`config.mk`:
```
export PLATFORM = sky130hd
export DESIGN_NAME = inline_ecc_sequencer
export DESIGN_NICKNAME = d
export VERILOG_FILES = /design/src/rtl/inline_ecc_seq_pkg.sv /design/src/rtl/iecc_addr_map.sv /design/src/rtl/iecc_parity_state.sv /design/src/rtl/iecc_cmd_select.sv /design/src/rtl/inline_ecc_sequencer.sv
export SDC_FILE = /design/constraint.sdc
export NUM_CORES = 1
export LEC_CHECK = 0
export BUFFER_PORTS_ARGS = -buffer_cell sky130_fd_sc_hd__clkbuf_2
export CAP_MARGIN = 30
export CORE_ASPECT_RATIO = 1.5
export CORE_MARGIN = 3
export CORE_UTILIZATION = 35
export DETAILED_ROUTE_END_ITERATION = 10
export HOLD_SLACK_MARGIN = 0.06
export PLACE_DENSITY_LB_ADDON = 0.05
export SYNTH_ARGS = -nofsm -noshare
export SYNTH_HDL_FRONTEND = slang
export SYNTH_SLANG_ARGS = --single-unit
```
`constraint.sdc`:
```
create_clock -name clk -period 3.7 [get_ports clk]
set_input_delay 0.74 -clock clk [delete_from_list [all_inputs] [get_ports clk]]
set_output_delay 0.74 -clock clk [all_outputs]
set_load 0.05 [all_outputs]
```
`src/rtl/inline_ecc_seq_pkg.sv`:
```
package inline_ecc_seq_pkg;
   localparam int BANK_W = 3;
   localparam int SLOT_W = 3;

   typedef enum logic [1:0] {
      SRC_USER   = 2'd0,
      SRC_PAR_WR = 2'd1,
      SRC_PAR_RD = 2'd2
   } cmd_src_e;
endpackage

```
`src/rtl/iecc_addr_map.sv`:
```
module iecc_addr_map
   import inline_ecc_seq_pkg::*;
#(
   parameter int ROW_W = 16,
   parameter int COL_W = 10,
   localparam int WCOL_W = COL_W - 3,
   localparam int ADDR_W = ROW_W + COL_W
) (
   input  logic [ADDR_W-1:0] addr,
   output logic [BANK_W-1:0] bank,
   output logic [ROW_W-1:0]  row,
   output logic [COL_W-1:0]  col,
   output logic [BANK_W-1:0] pbank,
   output logic [ROW_W-1:0]  prow,
   output logic [COL_W-1:0]  pcol,
   output logic [SLOT_W-1:0] slot
);
   generate
      if (COL_W < 7) begin : g_bad_col
         $error("iecc_addr_map: COL_W must be at least 7");
      end
      if (ROW_W < 2) begin : g_bad_row
         $error("iecc_addr_map: ROW_W must be at least 2");
      end
   endgenerate

   logic [WCOL_W-1:0] wcol;
   logic              bank_lo;
   logic [1:0]        bank_hi;

   always_comb begin
      wcol    = addr[WCOL_W-1:0];
      bank_lo = addr[WCOL_W];
      row     = addr[WCOL_W+ROW_W:WCOL_W+1];
      bank_hi = addr[ADDR_W-1:ADDR_W-2];
      bank    = {bank_hi, bank_lo};
      col     = {wcol, 3'b000};
      pbank   = {2'b11, ~bank_lo};
      prow    = {1'b1, row[ROW_W-1:1]};
      pcol    = {row[0], bank_hi, wcol[WCOL_W-1:3], 3'b000};
      slot    = wcol[2:0];
   end
endmodule

```
`src/rtl/iecc_parity_state.sv`:
```
module iecc_parity_state
   import inline_ecc_seq_pkg::*;
#(
   parameter int ROW_W = 16,
   parameter int COL_W = 10
) (
   input  logic              clk,
   input  logic              rst_n,
   input  logic              fire,
   input  cmd_src_e          src,
   input  logic              user_wr,
   input  logic [BANK_W-1:0] new_bank,
   input  logic [ROW_W-1:0]  new_row,
   input  logic [COL_W-1:0]  new_col,
   output logic              pend,
   output logic              loaded,
   output logic [BANK_W-1:0] key_bank,
   output logic [ROW_W-1:0]  key_row,
   output logic [COL_W-1:0]  key_col
);
   logic key_moves;

   always_comb begin
      key_moves = {key_bank, key_row, key_col} != {new_bank, new_row, new_col};
   end

   always_ff @(posedge clk) begin
      if (!rst_n) begin
         pend     <= 1'b0;
         loaded   <= 1'b0;
         key_bank <= '0;
         key_row  <= '0;
         key_col  <= '0;
      end else if (fire) begin
         case (src)
            SRC_PAR_WR: pend <= 1'b0;
            SRC_PAR_RD: begin
               loaded   <= 1'b1;
               key_bank <= new_bank;
               key_row  <= new_row;
               key_col  <= new_col;
            end
            default: begin
               if (user_wr) begin
                  pend     <= 1'b1;
                  key_bank <= new_bank;
                  key_row  <= new_row;
                  key_col  <= new_col;
                  if (key_moves) loaded <= 1'b0;
               end
            end
         endcase
      end
   end
endmodule

```
`src/rtl/iecc_cmd_select.sv`:
```
module iecc_cmd_select
   import inline_ecc_seq_pkg::*;
#(
   parameter int ROW_W = 16,
   parameter int COL_W = 10
) (
   input  logic              req_valid,
   input  logic              req_write,
   input  logic              flush,
   input  logic              cmd_ready,
   input  logic              pend,
   input  logic              loaded,
   input  logic [BANK_W-1:0] key_bank,
   input  logic [ROW_W-1:0]  key_row,
   input  logic [COL_W-1:0]  key_col,
   input  logic [BANK_W-1:0] d_bank,
   input  logic [ROW_W-1:0]  d_row,
   input  logic [COL_W-1:0]  d_col,
   input  logic [SLOT_W-1:0] d_slot,
   input  logic [BANK_W-1:0] p_bank,
   input  logic [ROW_W-1:0]  p_row,
   input  logic [COL_W-1:0]  p_col,
   output cmd_src_e          src,
   output logic              fire,
   output logic              req_ready,
   output logic              cmd_valid,
   output logic              cmd_write,
   output logic              cmd_overhead,
   output logic [BANK_W-1:0] cmd_bank,
   output logic [ROW_W-1:0]  cmd_row,
   output logic [COL_W-1:0]  cmd_col,
   output logic [SLOT_W-1:0] cmd_slot
);
   logic same_key, need_wb, need_load;

   always_comb begin
      same_key  = {key_bank, key_row, key_col} == {p_bank, p_row, p_col};
      need_wb   = pend && (flush ||
                  (req_valid && (!same_key || (!req_write && !loaded))));
      need_load = !need_wb && req_valid && !req_write && !(loaded && same_key);

      if (need_wb)        src = SRC_PAR_WR;
      else if (need_load) src = SRC_PAR_RD;
      else                src = SRC_USER;

      cmd_valid    = need_wb || need_load || req_valid;
      req_ready    = cmd_ready && !need_wb && !need_load;
      fire         = cmd_valid && cmd_ready;
      cmd_overhead = need_wb || need_load;

      case (src)
         SRC_PAR_WR: begin
            cmd_write = 1'b1;
            cmd_bank  = key_bank;
            cmd_row   = key_row;
            cmd_col   = key_col;
            cmd_slot  = '0;
         end
         SRC_PAR_RD: begin
            cmd_write = 1'b0;
            cmd_bank  = p_bank;
            cmd_row   = p_row;
            cmd_col   = p_col;
            cmd_slot  = '0;
         end
         default: begin
            cmd_write = req_write;
            cmd_bank  = d_bank;
            cmd_row   = d_row;
            cmd_col   = d_col;
            cmd_slot  = d_slot;
         end
      endcase
   end
endmodule

```
`src/rtl/inline_ecc_sequencer.sv`:
```
module inline_ecc_sequencer
   import inline_ecc_seq_pkg::*;
#(
   parameter int ROW_W = 16,
   parameter int COL_W = 10,
   localparam int ADDR_W = ROW_W + COL_W
) (
   input  logic              clk,
   input  logic              rst_n,
   input  logic              req_valid,
   output logic              req_ready,
   input  logic              req_write,
   input  logic [ADDR_W-1:0] req_addr,
   input  logic              flush,
   output logic              cmd_valid,
   input  logic              cmd_ready,
   output logic              cmd_write,
   output logic              cmd_overhead,
   output logic [BANK_W-1:0] cmd_bank,
   output logic [ROW_W-1:0]  cmd_row,
   output logic [COL_W-1:0]  cmd_col,
   output logic [SLOT_W-1:0] cmd_slot
);
   logic [BANK_W-1:0] d_bank, p_bank, key_bank;
   logic [ROW_W-1:0]  d_row, p_row, key_row;
   logic [COL_W-1:0]  d_col, p_col, key_col;
   logic [SLOT_W-1:0] d_slot;
   logic              pend, loaded, fire;
   cmd_src_e          src;

   iecc_addr_map #(.ROW_W(ROW_W), .COL_W(COL_W)) u_map (
      .addr (req_addr),
      .bank (d_bank), .row (d_row), .col (d_col),
      .pbank(p_bank), .prow(p_row), .pcol(p_col),
      .slot (d_slot)
   );

   iecc_parity_state #(.ROW_W(ROW_W), .COL_W(COL_W)) u_state (
      .clk     (clk),
      .rst_n   (rst_n),
      .fire    (fire),
      .src     (src),
      .user_wr (req_write),
      .new_bank(p_bank),
      .new_row (p_row),
      .new_col (p_col),
      .pend    (pend),
      .loaded  (loaded),
      .key_bank(key_bank),
      .key_row (key_row),
      .key_col (key_col)
   );

   iecc_cmd_select #(.ROW_W(ROW_W), .COL_W(COL_W)) u_sel (
      .req_valid   (req_valid),
      .req_write   (req_write),
      .flush       (flush),
      .cmd_ready   (cmd_ready),
      .pend        (pend),
      .loaded      (loaded),
      .key_bank    (key_bank),
      .key_row     (key_row),
      .key_col     (key_col),
      .d_bank      (d_bank),
      .d_row       (d_row),
      .d_col       (d_col),
      .d_slot      (d_slot),
      .p_bank      (p_bank),
      .p_row       (p_row),
      .p_col       (p_col),
      .src         (src),
      .fire        (fire),
      .req_ready   (req_ready),
      .cmd_valid   (cmd_valid),
      .cmd_write   (cmd_write),
      .cmd_overhead(cmd_overhead),
      .cmd_bank    (cmd_bank),
      .cmd_row     (cmd_row),
      .cmd_col     (cmd_col),
      .cmd_slot    (cmd_slot)
   );
endmodule

```
# Word-level counts from Yosys, hierarchy flattened
# Cells that the tools add are included.
[totals] register_bits=31 inputBits=32
[classes] reduce_logical=27 n_mux=18 bitwise=3 eq_ne=4
[ops] operator="$pmux W16 S2" count=2
[ops] operator="$pmux W10 S2" count=2
[ops] operator="$eq A29 B29 Y1" count=1
[ops] operator="$ne A29 B29 Y1" count=1
[ops] operator="$mux W16" count=1
[ops] operator="$pmux W3 S2" count=2
[ops] operator="$logic_and A1 B1 Y1" count=10
[ops] operator="$mux W10" count=1
[ops] operator="$logic_not A1 Y1" count=6
[ops] operator="$mux W3" count=2
[ops] operator="$pmux W1 S2" count=3
[ops] operator="$reduce_and A3 Y1" count=2
[ops] operator="$reduce_bool A2 Y1" count=3
[ops] operator="$logic_or A1 B1 Y1" count=4
[ops] operator="$mux W2" count=2
[ops] operator="$reduce_and A4 Y1" count=1
[ops] operator="$mux W1" count=3
[ops] operator="$not A1 Y1" count=3
[ops] operator="$eq A2 B1 Y1 const B" count=1
[ops] operator="$eq A2 B2 Y1 const B" count=1
[ops] operator="$reduce_or A2 Y1" count=1

# Depth between registers and ports, before layout
# Gate-level depths: netlist of run 1.
[logic_depth] word_depth=16 depth_mapped=7 depth_no_buf=6

# By module
# A second synthesis of run 1 with hierarchy kept.
[unflattened] cells_unflattened=367 hier_area_um2=2970.3
[by_module_without_submodules] mod="iecc_parity_state" cells_each=179 instances=1 seq_area_each_um2=620.6 area_per_inst_um2=1507.7
[by_module_without_submodules] mod="iecc_cmd_select" cells_each=125 instances=1 seq_area_each_um2=0.0 area_per_inst_um2=1001.0
[by_module_without_submodules] mod="iecc_addr_map" cells_each=63 instances=1 seq_area_each_um2=0.0 area_per_inst_um2=461.7

# Worst setup path before layout of run 1
# No wires, ideal clock.
[synth_timing] kind="input-to-output" startpoint="in req_addr[7]" endpoint="out cmd_col[3]" path_stages=6 t_arrival_ns=3.542 slack_ns=-0.582 n_path_buf=0 cell_sequence="xor2_1 > nand4_1 > nor4_4 > a31oi_1 > nor3b_1 > a221o_1"
[synth_via] elab_chain_len=15
[synth_lines] item="from (decl)" line="inline_ecc_sequencer.sv:13" rtl="input logic [ADDR_W-1:0] req_addr,"
[synth_lines] item="$not A1 Y1 *" line="iecc_addr_map.sv:38" rtl="pbank = {2'b11, ~bank_lo};"
[synth_lines] item="$eq A29 B29 Y1 *" line="iecc_cmd_select.sv:37" rtl="same_key = {key_bank, key_row, key_col} == {p_bank, p_row, p_col};"
[synth_lines] item="$logic_not A1 Y1" line="iecc_cmd_select.sv:39" rtl="(req_valid && (!same_key || (!req_write && !loaded))));"
[synth_lines] item="$logic_or A1 B1 Y1" line="iecc_cmd_select.sv:39"
[synth_lines] item="$logic_and A1 B1 Y1" line="iecc_cmd_select.sv:39"
[synth_lines] item="$logic_or A1 B1 Y1" line="iecc_cmd_select.sv:38" rtl="need_wb = pend && (flush ||"
[synth_lines] item="$logic_and A1 B1 Y1" line="iecc_cmd_select.sv:38"
[synth_lines] item="$logic_not A1 Y1" line="iecc_cmd_select.sv:40" rtl="need_load = !need_wb && req_valid && !req_write && !(loaded && same_key);"
[synth_lines] item="$logic_and A1 B1 Y1 (3 in series)" line="iecc_cmd_select.sv:40"
[synth_lines] item="$mux W2" line="iecc_cmd_select.sv:43" rtl="else if (need_load) src = SRC_PAR_RD;"
[synth_lines] item="$mux W2 *" line="iecc_cmd_select.sv:42" rtl="if (need_wb) src = SRC_PAR_WR;"
[synth_lines] item="$eq A2 B2 Y1 or $eq A2 B1 Y1 (tied branches)" line="iecc_cmd_select.sv:51" rtl="case (src)"
[synth_lines] item="$pmux W10 S2 *" line="iecc_cmd_select.sv:51"
[synth_lines] item="to (decl)" line="inline_ecc_sequencer.sv:21" rtl="output logic [COL_W-1:0] cmd_col,"
# Mark *: on every way between the ends. The rest lies on a longest branch, timed or not.

# Worst setup path in the final report of run 1
[layout_timing] startpoint="in req_addr[3]" endpoint="out cmd_col[4]"
[layout_via] elab_chain_len=14
[layout_lines] item="$eq A29 B29 Y1 *" line="iecc_cmd_select.sv:37"
[layout_lines] item="$logic_not A1 Y1" line="iecc_cmd_select.sv:39"
[layout_lines] item="$logic_or A1 B1 Y1" line="iecc_cmd_select.sv:39"
[layout_lines] item="$logic_and A1 B1 Y1" line="iecc_cmd_select.sv:39"
[layout_lines] item="$logic_or A1 B1 Y1" line="iecc_cmd_select.sv:38"
[layout_lines] item="$logic_and A1 B1 Y1" line="iecc_cmd_select.sv:38"
[layout_lines] item="$logic_not A1 Y1" line="iecc_cmd_select.sv:40"
[layout_lines] item="$logic_and A1 B1 Y1 (3 in series)" line="iecc_cmd_select.sv:40"
[layout_lines] item="$mux W2" line="iecc_cmd_select.sv:43"
[layout_lines] item="$mux W2 *" line="iecc_cmd_select.sv:42"
[layout_lines] item="$eq A2 B2 Y1 or $eq A2 B1 Y1 (tied branches)" line="iecc_cmd_select.sv:51"
[layout_lines] item="$pmux W10 S2 *" line="iecc_cmd_select.sv:51"
# Marked as above.

==> results of run 1 <==
==> cells in the final DEF (no fill, tap or decap), types with 8 or more instances in the layout <==
cell and instances:
nand4_1 8, nand2_1 47, buf_4 10, xnor2_1 22, dfxtp_1 26, a21o_1 19
a22o_1 19, buf_12 14, clkbuf_2 51, mux2i_1 23
==> synth_stat cells (all sizes together) (3+ instances only) <==
| library cell | count | area (µm²) |
|---|---|---|
| a21o | 19 | 142.6 |
| a221o | 4 | 40.04 |
| a22o | 19 | 166.4 |
| buf | 5 | 45.04 |
| clkbuf | 13 | 48.80 |
| dfxtp | 26 | 520.5 |
| inv | 5 | 18.77 |
| mux2i | 23 | 230.2 |
| nand2 | 47 | 176.4 |
| nand4 | 8 | 50.05 |
| nor2 | 5 | 18.77 |
| nor3b | 3 | 22.52 |
| o21ai | 5 | 25.02 |
| xnor2 | 22 | 192.7 |
==> power by group <==
group	leakage [µW]	switching [µW]	internal, µW	total, µW
combinational	0.000941	244	152	396
clock	0.0000216	92.6	73.3	166
sequential	0.000213	14.2	295	309
total	0.00118	350	521	871
==> final cells by class <==
class | count | area [µm²]
fill | 532 | 2432
multi-input combinational | 175 | 1259
timing repair buffer | 75 | 610.6
sequential | 26 | 520.5
tap | 66 | 82.58
clock buffer | 3 | 41.29
inverter | 5 | 18.77
==> final timing paths <==
path,startpoint,to,cells after the start
setup / recovery,req_addr[3],cmd_col[4],9
setup reg to reg,u_state.key_bank[0],u_state.key_row[4],8
hold reg to reg,u_state.key_col[3],u_state.key_col[3],2
hold / removal,u_state.key_col[3],u_state.key_col[3],2
==> per-layer routing <==
metal	vias to the layer above	GRT usage	wire, µm
met3	7	0.02123	237
met1	810	0.2221	2286
li1	906	-	-
met2	51	0.2857	2477
met4	0	0.05882	91
met5	-	0	0
==> cell families after synthesis <==
kind of cell	Yosys count
AND/OR/NAND/NOR	70
AO/OA/AOI/OAI	56
flip-flops	26
XOR/XNOR	23
multiplexers	23
buffers and inverters	23
other	1
==> through the flow <==
| step | util | TNS, ns | power [µW] | worst slack, ns |
|---|---|---|---|---|
| 3_5_place_dp | 0.5018 | 0 | 714.4 | 0.2065 |
| 2_1_floorplan | - | -0.3735 | 568.6 | -0.07649 |
| 3_3_place_gp | 0.5018 | 0 | 714.7 | 0.2224 |
| 4_1_cts | 0.5101 | 0 | 881.9 | 0.1949 |
| 6_report | 0.5101 | 0 | 871.0 | 0.2370 |
| 5_1_grt | 0.5101 | 0 | 913.2 | 0.04884 |
==> flip-flops by register name (all words and copies together), names as in the netlist <==
name and flops:
u_state.pend 1, u_state.key_bank 2, u_state.key_col 7, u_state.loaded 1
u_state.key_row 15
==> worst max-delay path, stage by stage <==
cell and delay, ns:
clkbuf_2 0.11, xnor2_1 0.18, nand4_1 0.19, nor4_4 0.42, a31oi_4 0.21, buf_4 0.25
nor3b_2 0.21, a221o_1 0.13, clkbuf_2 0.27
==> run metrics, run 1 <==
post-synthesis cell area=between 1500 and 2000 µm²; final setup violating endpoints=0; post-CTS sizing=0; synthesis-to-layout area growth=36.57%; RSZ-0062 raised after global routing=no; CTS Buffer Depth=2; full die area=approximately 6200 µm²; Final Cycle Share=0.9359; Ports=68; die height=95.15 µm; min-delay worst type=reg2reg; nets=approximately 320; Peak VDD IR=between 100 and 150 µV; placed cell count=~350; DR DRC count=0; # hold bufs at CTS=0; Routability Congestion=just under 0.8; Syn Area/Cell=between 8 and 9 µm²; setup slack, reg-to-reg=approximately 1.3 ns; Starting Density=0.3735; total grt overflow=0; CTS Sinks=26; routed via count=~1,800; Finished Cell Area=roughly 2500 µm²; Row Count=31; post-synthesis compound-gate area fraction=0.2476; Top FF cell, synth=dfxtp_1; status=finished, final reports clean; number of synthesized flops with an enable pin=0; distinct cell type count after synthesis=30; area of the core=slightly below 5000 µm²; Yosys reg bits=26; sequential-to-total area share from yosys stat=0.2807; power per cell area=343.9 nW/µm²; Initial DRC Count=64; Async SR Flop Fraction=0; critical path class=in2out; first-pass GRT wire length=between 8000 and 9000 µm; CP endpoint kind=output pin; HPWL after DPL=3881 µm; Relative slew margins=0.3529; final hold violation count=0; Critical Path RT=~3.0 ns; DIE WIDTH=65.43 µm; largest family of logic cells by synthesized area=compound AO/OA/AOI/OAI gates; wire per inst=14.55 µm; post-synthesis adder-cell area fraction=0; Pleak=roughly 0.0012 µW; final slew viol count=0; # Post-CTS Setup Buffers=0; synth warn=0; Worst Clk Skew=0.005307 ns; Crit Path Max Fanout=16; Routed Antenna Nets=0; router iterations before antenna repair=4; initial antenna violation count=0; Worst Hold Margin=~0.49 ns; DR vias/cell=~5.1; I/O Buffers=64; multiplexer area fraction after synthesis=0.1242; Antenna Cells=0; DRT Wirelength=slightly above 5000 µm; CTS tree=yes; CP arrival=2.72 ns; GRT Util Overall=0.1699; Max Cap Violations=0; Final Critical Period=roughly 3.5 ns; Clock Pin Slew Worst Setup and Hold Paths=roughly 0.090 ns; simple-gate share of the synthesized area=0.1761; Post-Place Cell Area=roughly 2500 µm²; worst-margin pin slew=0.9706 ns; vias in the first global route=between 1,500 and 2,000; share of cells above drive strength 1=0.3063; CTS buffer count=3; Post-Layout Cell Count=350; Worst-Skew Late Latency=0.28 ns; Post-Syn Instances=between 200 and 250; largest net degree at the start of global routing=between 50 and 60; Root Driver=clkbuf_8; Peak Freq=between 200 and 300 MHz; crit start category=input port; xor and xnor fraction of the mapped netlist area=0.1086; H-tree levels=1
(Power assumes the default switching activity.)
==> run 2: changes to the inputs <==
Settings changed: GPL_TIMING_DRIVEN set to 0.
==> run 2 against run 1 <==
Against the previous run: clock power up 13%; utilization shrank 1.7 points; cell area down 3.3%; largest cell class unchanged; highest routed layer unchanged.
==> run metrics, run 2 (same netlist as run 1, synthesis figures left out) <==
status=finished, final reports clean; Pleak=0.001149 µW; DRT Wirelength=~5600 µm; CP endpoint kind=output pin; final slew viol count=0; R2R depth=8; Worst-Skew Late Latency=around 0.27 ns; CP Depth=11; HPWL after DPL=4255 µm; worst-margin pin slew=0.6389 ns; synthesis-to-layout area growth=32.12%; leading cell types in the layout, fill and taps excluded=47 x nand2_1, 45 x clkbuf_2, 26 x dfxtp_1, 23 x mux2i_1, 22 x xnor2_1; Peak VDD IR=~170 µV; critical path class=in2out; Routed Antenna Nets=0; Worst Clk Skew=between 0.006 and 0.007 ns; share of cells above drive strength 1=0.3163; Initial DRC Count=between 60 and 70; hold depth=2; number of fillers in the final layout=530; DIE WIDTH=~65 µm; Peak Freq=around 280 MHz; routed via count=1,813; first-pass GRT wire length=8652 µm; Largest regs=u_state.key_row x15, u_state.key_col x7, u_state.key_bank x2; switching portion of total power=0.4049; DR DRC count=0; clock share of power=0.218; Post-Place Cell Area=~2300 µm²; RSZ-0062 raised after global routing=no; area of the core=4965 µm²; total grt overflow=0; Clock Pin Slew Worst Setup and Hold Paths=around 0.10 ns; wire per inst=approximately 16 µm; DR vias/cell=5.036; CP Buf/Inv Count=5; initial antenna violation count=0; GRT Util Overall=0.1813; Setup Total Neg Slack=0 ns; CTS tree=yes; critical path's largest stage delay=around 0.3 ns; Final Critical Period=approximately 3.6 ns; Critical Path RT=slightly below 3 ns; CP arrival=about 2.8 ns; Row Count=31; router iterations before antenna repair=4; Top reg by flops=u_state.key_row; Crit Path Max Fanout=10; vias in the first global route=~1,700; Post-Layout Cell Count=360; placed cell count=approximately 350; slowest library cell on the worst path=nor4_4; largest net degree at the start of global routing=15; Ports=a little under 70; Final Cycle Share=0.9628; CTS buffer count=3; Net Sw Power=347.1 µW; cell repeated most along the worst path=buf_4; max reg flops=15; Worst Hold Margin=0.4947 ns; power per cell area=between 300 and 400 nW/µm²; final setup violating endpoints=0; I/O Buffers=63; Finished Cell Area=2450 µm²; crit start category=input port; Relative slew margins=0.5741; CTS Buffer Depth=2; Max Cap Violations=0; Starting Density=0.3735; CP cell instances=clkbuf_2 -> xor2_1 -> nand4_1 -> nor4_4 -> buf_4 -> a31oi_4 -> buf_4 -> buf_2 -> a22o_1 -> a21o_1 -> clkbuf_4; Routability Congestion=between 0.7 and 0.8; combinational power share=0.421; min-delay worst type=reg2reg; cell family with most CP delay=buffers and inverters; die height=around 95 µm; Root Driver=clkbuf_8; final hold violation count=0; CTS Sinks=26; Flop pwr share=0.361; H-tree levels=1; internal power=a little over 500 µW; full die area=between 6000 and 7000 µm²; nets=327; commonest non-fill, non-tap cell in the layout=nand2_1; Antenna Cells=0
-- run 2: worst register-to-register path, stage by stage (launching register included) --
cell and delay (ns):
dfxtp_1 0.38, xor2_1 0.17, nand4_1 0.18, nor4_4 0.30, buf_4 0.20, a31oi_4 0.18, a311oi_4 0.59, buf_6 0.27
mux2i_1 0.22
-- run 2: cell type report --
type | count | area [µm²] | area share
flip-flops and latches | 26 | 520.5 | 0.2125
inverters | 5 | 18.77 | 0.007661
plain buffers | 18 | 115.1 | 0.04699
multi-input cells | 175 | 1272 | 0.5194
repair buffers | 66 | 385.4 | 0.1573
clock buffers | 4 | 55.05 | 0.02247
well taps | 66 | 82.58 | 0.03371
-- run 2: power by group through the flow --
stage | clock network (µW) | logic, µW | registers (µW)
after detailed placement | 0 | 346 | 316
after global placement | 0 | 345 | 316
after global routing | 203 | 384 | 312
final | 187 | 361 | 310
after CTS | 193 | 360 | 309
after floorplan | 0 | 256 | 313
-- run 2: repair_timing --
item,4_1_cts,5_1_grt
hold buffers,0,0
setup endpoints to repair,29,30
gates resized for setup,26,19
buffers inserted,2,0
pin swaps,1,1
-- run 2: per-layer routing --
| layer | vias to the layer above | routed length [µm] | track usage |
|---|---|---|---|
| met5 | - | 0 | 0 |
| met4 | 0 | 32 | 0.04498 |
| met3 | 2 | 228 | 0.01769 |
| met2 | 48 | 2975 | 0.3474 |
| met1 | 841 | 2366 | 0.2113 |
| li1 | 922 | - | - |
-- run 2: through the flow --
step	setup WS, ns	util	total power [µW]
2_1_floorplan	-0.07649	-	568.6
5_1_grt	0.006754	0.4934	898.5
4_1_cts	-0.01939	0.4869	861.7
3_3_place_gp	-0.6187	0.4582	661.0
6_report	0.1378	0.4934	857.3
3_5_place_dp	-0.5515	0.4597	661.8
-- run 2: final timing paths --
path	from	to	slack [ns]
setup / recovery	req_addr[7]	cmd_row[9]	0.14
setup reg to reg	u_state.key_bank[0]	u_state.key_row[14]	1.14
hold / removal	u_state.key_row[7]	u_state.key_row[7]	0.49
hold reg to reg	u_state.key_row[7]	u_state.key_row[7]	0.49
==> run 3: changes to the inputs <==
Settings changed: CORE_ASPECT_RATIO 1.5 to 1.75.
==> run 3 against run 2 <==
Against the previous run: worst setup slack gained 0.016 ns; hold slack lost 0.0033 ns; combinational power is essentially flat; critical path depth shrank 1; power grew 7.3%; clock skew grew 0.0078 ns; flip-flop and latch count is the same; sequential share of layout area is essentially flat; global-route usage grew 0.62 points; die area grew 0.26%; clock power grew 32%; maximum frequency grew 0.46%; critical path type unchanged.
==> run metrics, run 3 (same netlist as run 1, synthesis figures left out) <==
status=finished, final reports clean; cell repeated most along the worst path=clkbuf_2; RSZ-0062 raised after global routing=no; vias in the first global route=between 1,500 and 2,000; Pleak=roughly 0.0012 µW; Antenna Cells=0; Worst Clk Skew=~0.015 ns; critical path's largest stage delay=0.29 ns; Largest regs=u_state.key_row x15, u_state.key_col x7, u_state.key_bank x2; Ports=about 70; final setup violating endpoints=0; CP endpoint kind=output pin; cell family with most CP delay=buffers and inverters; Finished Cell Area=around 2500 µm²; I/O Buffers=between 60 and 70; die height=approximately 100 µm; router iterations before antenna repair=4; Initial DRC Count=just under 80; slowest library cell on the worst path=nor4_4; area of the core=approximately 5100 µm²; CP cell instances=clkbuf_2 -> xnor2_1 -> nand4_1 -> nor4_4 -> buf_4 -> a31oi_4 -> clkbuf_4 -> a22o_1 -> a21o_1 -> clkbuf_2; Final Critical Period=roughly 3.5 ns; FF+latch area=520.5 µm²; number of fillers in the final layout=approximately 530; Root Driver=clkbuf_8; CP Buf/Inv Count=4; total grt overflow=0; commonest non-fill, non-tap cell in the layout=nand2_1; Final Cycle Share=0.9584; M1 WL=roughly 2400 µm; hold wc startpoint=u_state.key_row[13]; CP arrival=2.81 ns; Peak VDD IR=between 200 and 250 µV; leading cell types in the layout, fill and taps excluded=47 x nand2_1, 46 x clkbuf_2, 26 x dfxtp_1, 23 x mux2i_1, 21 x xnor2_1; HPWL after DPL=between 4000 and 5000 µm; Routed Antenna Nets=0; CTS buffer count=3; GRT Util Overall=0.1875; max reg flops=15; Relative slew margins=0.5671; Top reg by flops=u_state.key_row; Max Cap Violations=0; critical path class=in2out; placed cell count=around 340; worst-margin pin slew=about 0.65 ns; routed via count=1,835; CTS Buffer Depth=2; Row Count=34; Routability Congestion=0.8281; crit start category=input port; power per cell area=between 300 and 400 nW/µm²; final slew viol count=0; DR DRC count=0; wire per inst=between 15 and 20 µm; met2 WL=around 3000 µm; setup slack, reg-to-reg=approximately 1.1 ns; largest net degree at the start of global routing=16; Post-Place Cell Area=around 2300 µm²; Post-Layout Cell Count=between 300 and 400; # hold bufs at CTS=0; full die area=6241 µm²; H-tree levels=1; Critical Path RT=just under 3 ns; initial antenna violation count=0; Clock Pin Slew Worst Setup and Hold Paths=about 0.090 ns; nets=327; synthesis-to-layout area growth=32.32%; final hold violation count=0; min-delay worst type=reg2reg; Starting Density=0.3663; multi-input logic area=1267 µm²; top sig layer=met4; first-pass GRT wire length=a little under 9000 µm; CTS Sinks=26; Reg-to-Reg Start=u_state.key_col[5]; Critical Path Source=req_addr[22]; met3 routed WL=between 200 and 250 µm; Worst-Skew Late Latency=0.28 ns; Peak Freq=282.0 MHz; Setup Total Neg Slack=0 ns; Crit Path Max Fanout=10; DRT Wirelength=roughly 5700 µm; share of cells above drive strength 1=0.3095; DR vias/cell=between 5 and 6; DIE WIDTH=61.02 µm; CTS tree=yes
[run 3: report_power, final]
| group | total [µW] | switching (µW) | internal, µW | leakage [µW] |
|---|---|---|---|---|
| combinational | 363 | 242 | 121 | 0.000910 |
| clock | 247 | 102 | 145 | 0.0000357 |
| sequential | 310 | 14.5 | 295 | 0.000213 |
| total | 920 | 359 | 561 | 0.00116 |
[run 3: tightest hold or removal path, delay by kind of cell, from the launching register on]
kind	cells	cell delay, ns
muxes	1	0.05
and+or+nand+nor	1	0.06
DFF	1	0.34
[run 3: final cells by class]
cell class                 count  area share
clock inverter                 1     0.01224
timing repair buffer          66      0.1550
inverter                       5    0.007649
multi-input combinational    175      0.5166
tap                           54     0.02754
buffer                        18     0.05201
clock buffer                   3     0.01683
sequential                    26      0.2121
[run 3: final timing paths]
| check | to | depth (start not counted) |
|---|---|---|
| hold / removal | u_state.key_row[13] | 2 |
| hold reg to reg | u_state.key_row[13] | 2 |
| setup reg to reg | u_state.key_row[10] | 8 |
| setup / recovery | cmd_col[8] | 10 |
[run 3: metal layers]
metal / global-route usage / up-vias
li1: - / 927
met1: 0.2272 / 845
met2: 0.3369 / 59
met3: 0.01770 / 4
met4: 0.05509 / 0
met5: 0 / -
[run 3: repair_timing]
item / in CTS / in global routing
resized for setup: 14 / 40
buffers inserted: 1 / 1
setup endpoints to repair: 28 / 26
pin swaps: 2 / 0
[run 3: per-stage QoR]
step	setup slack, ns	hold slack (ns)	total power, µW	utilization
2_1_floorplan	-0.07649	0.4597	568.6	-
3_3_place_gp	-0.6586	0.4696	662.6	0.4464
3_5_place_dp	-0.4209	0.4807	663.5	0.4479
4_1_cts	0.01468	0.4963	915.6	0.4718
5_1_grt	0.001924	0.5124	958.4	0.4847
6_report	0.1540	0.4914	919.9	0.4847
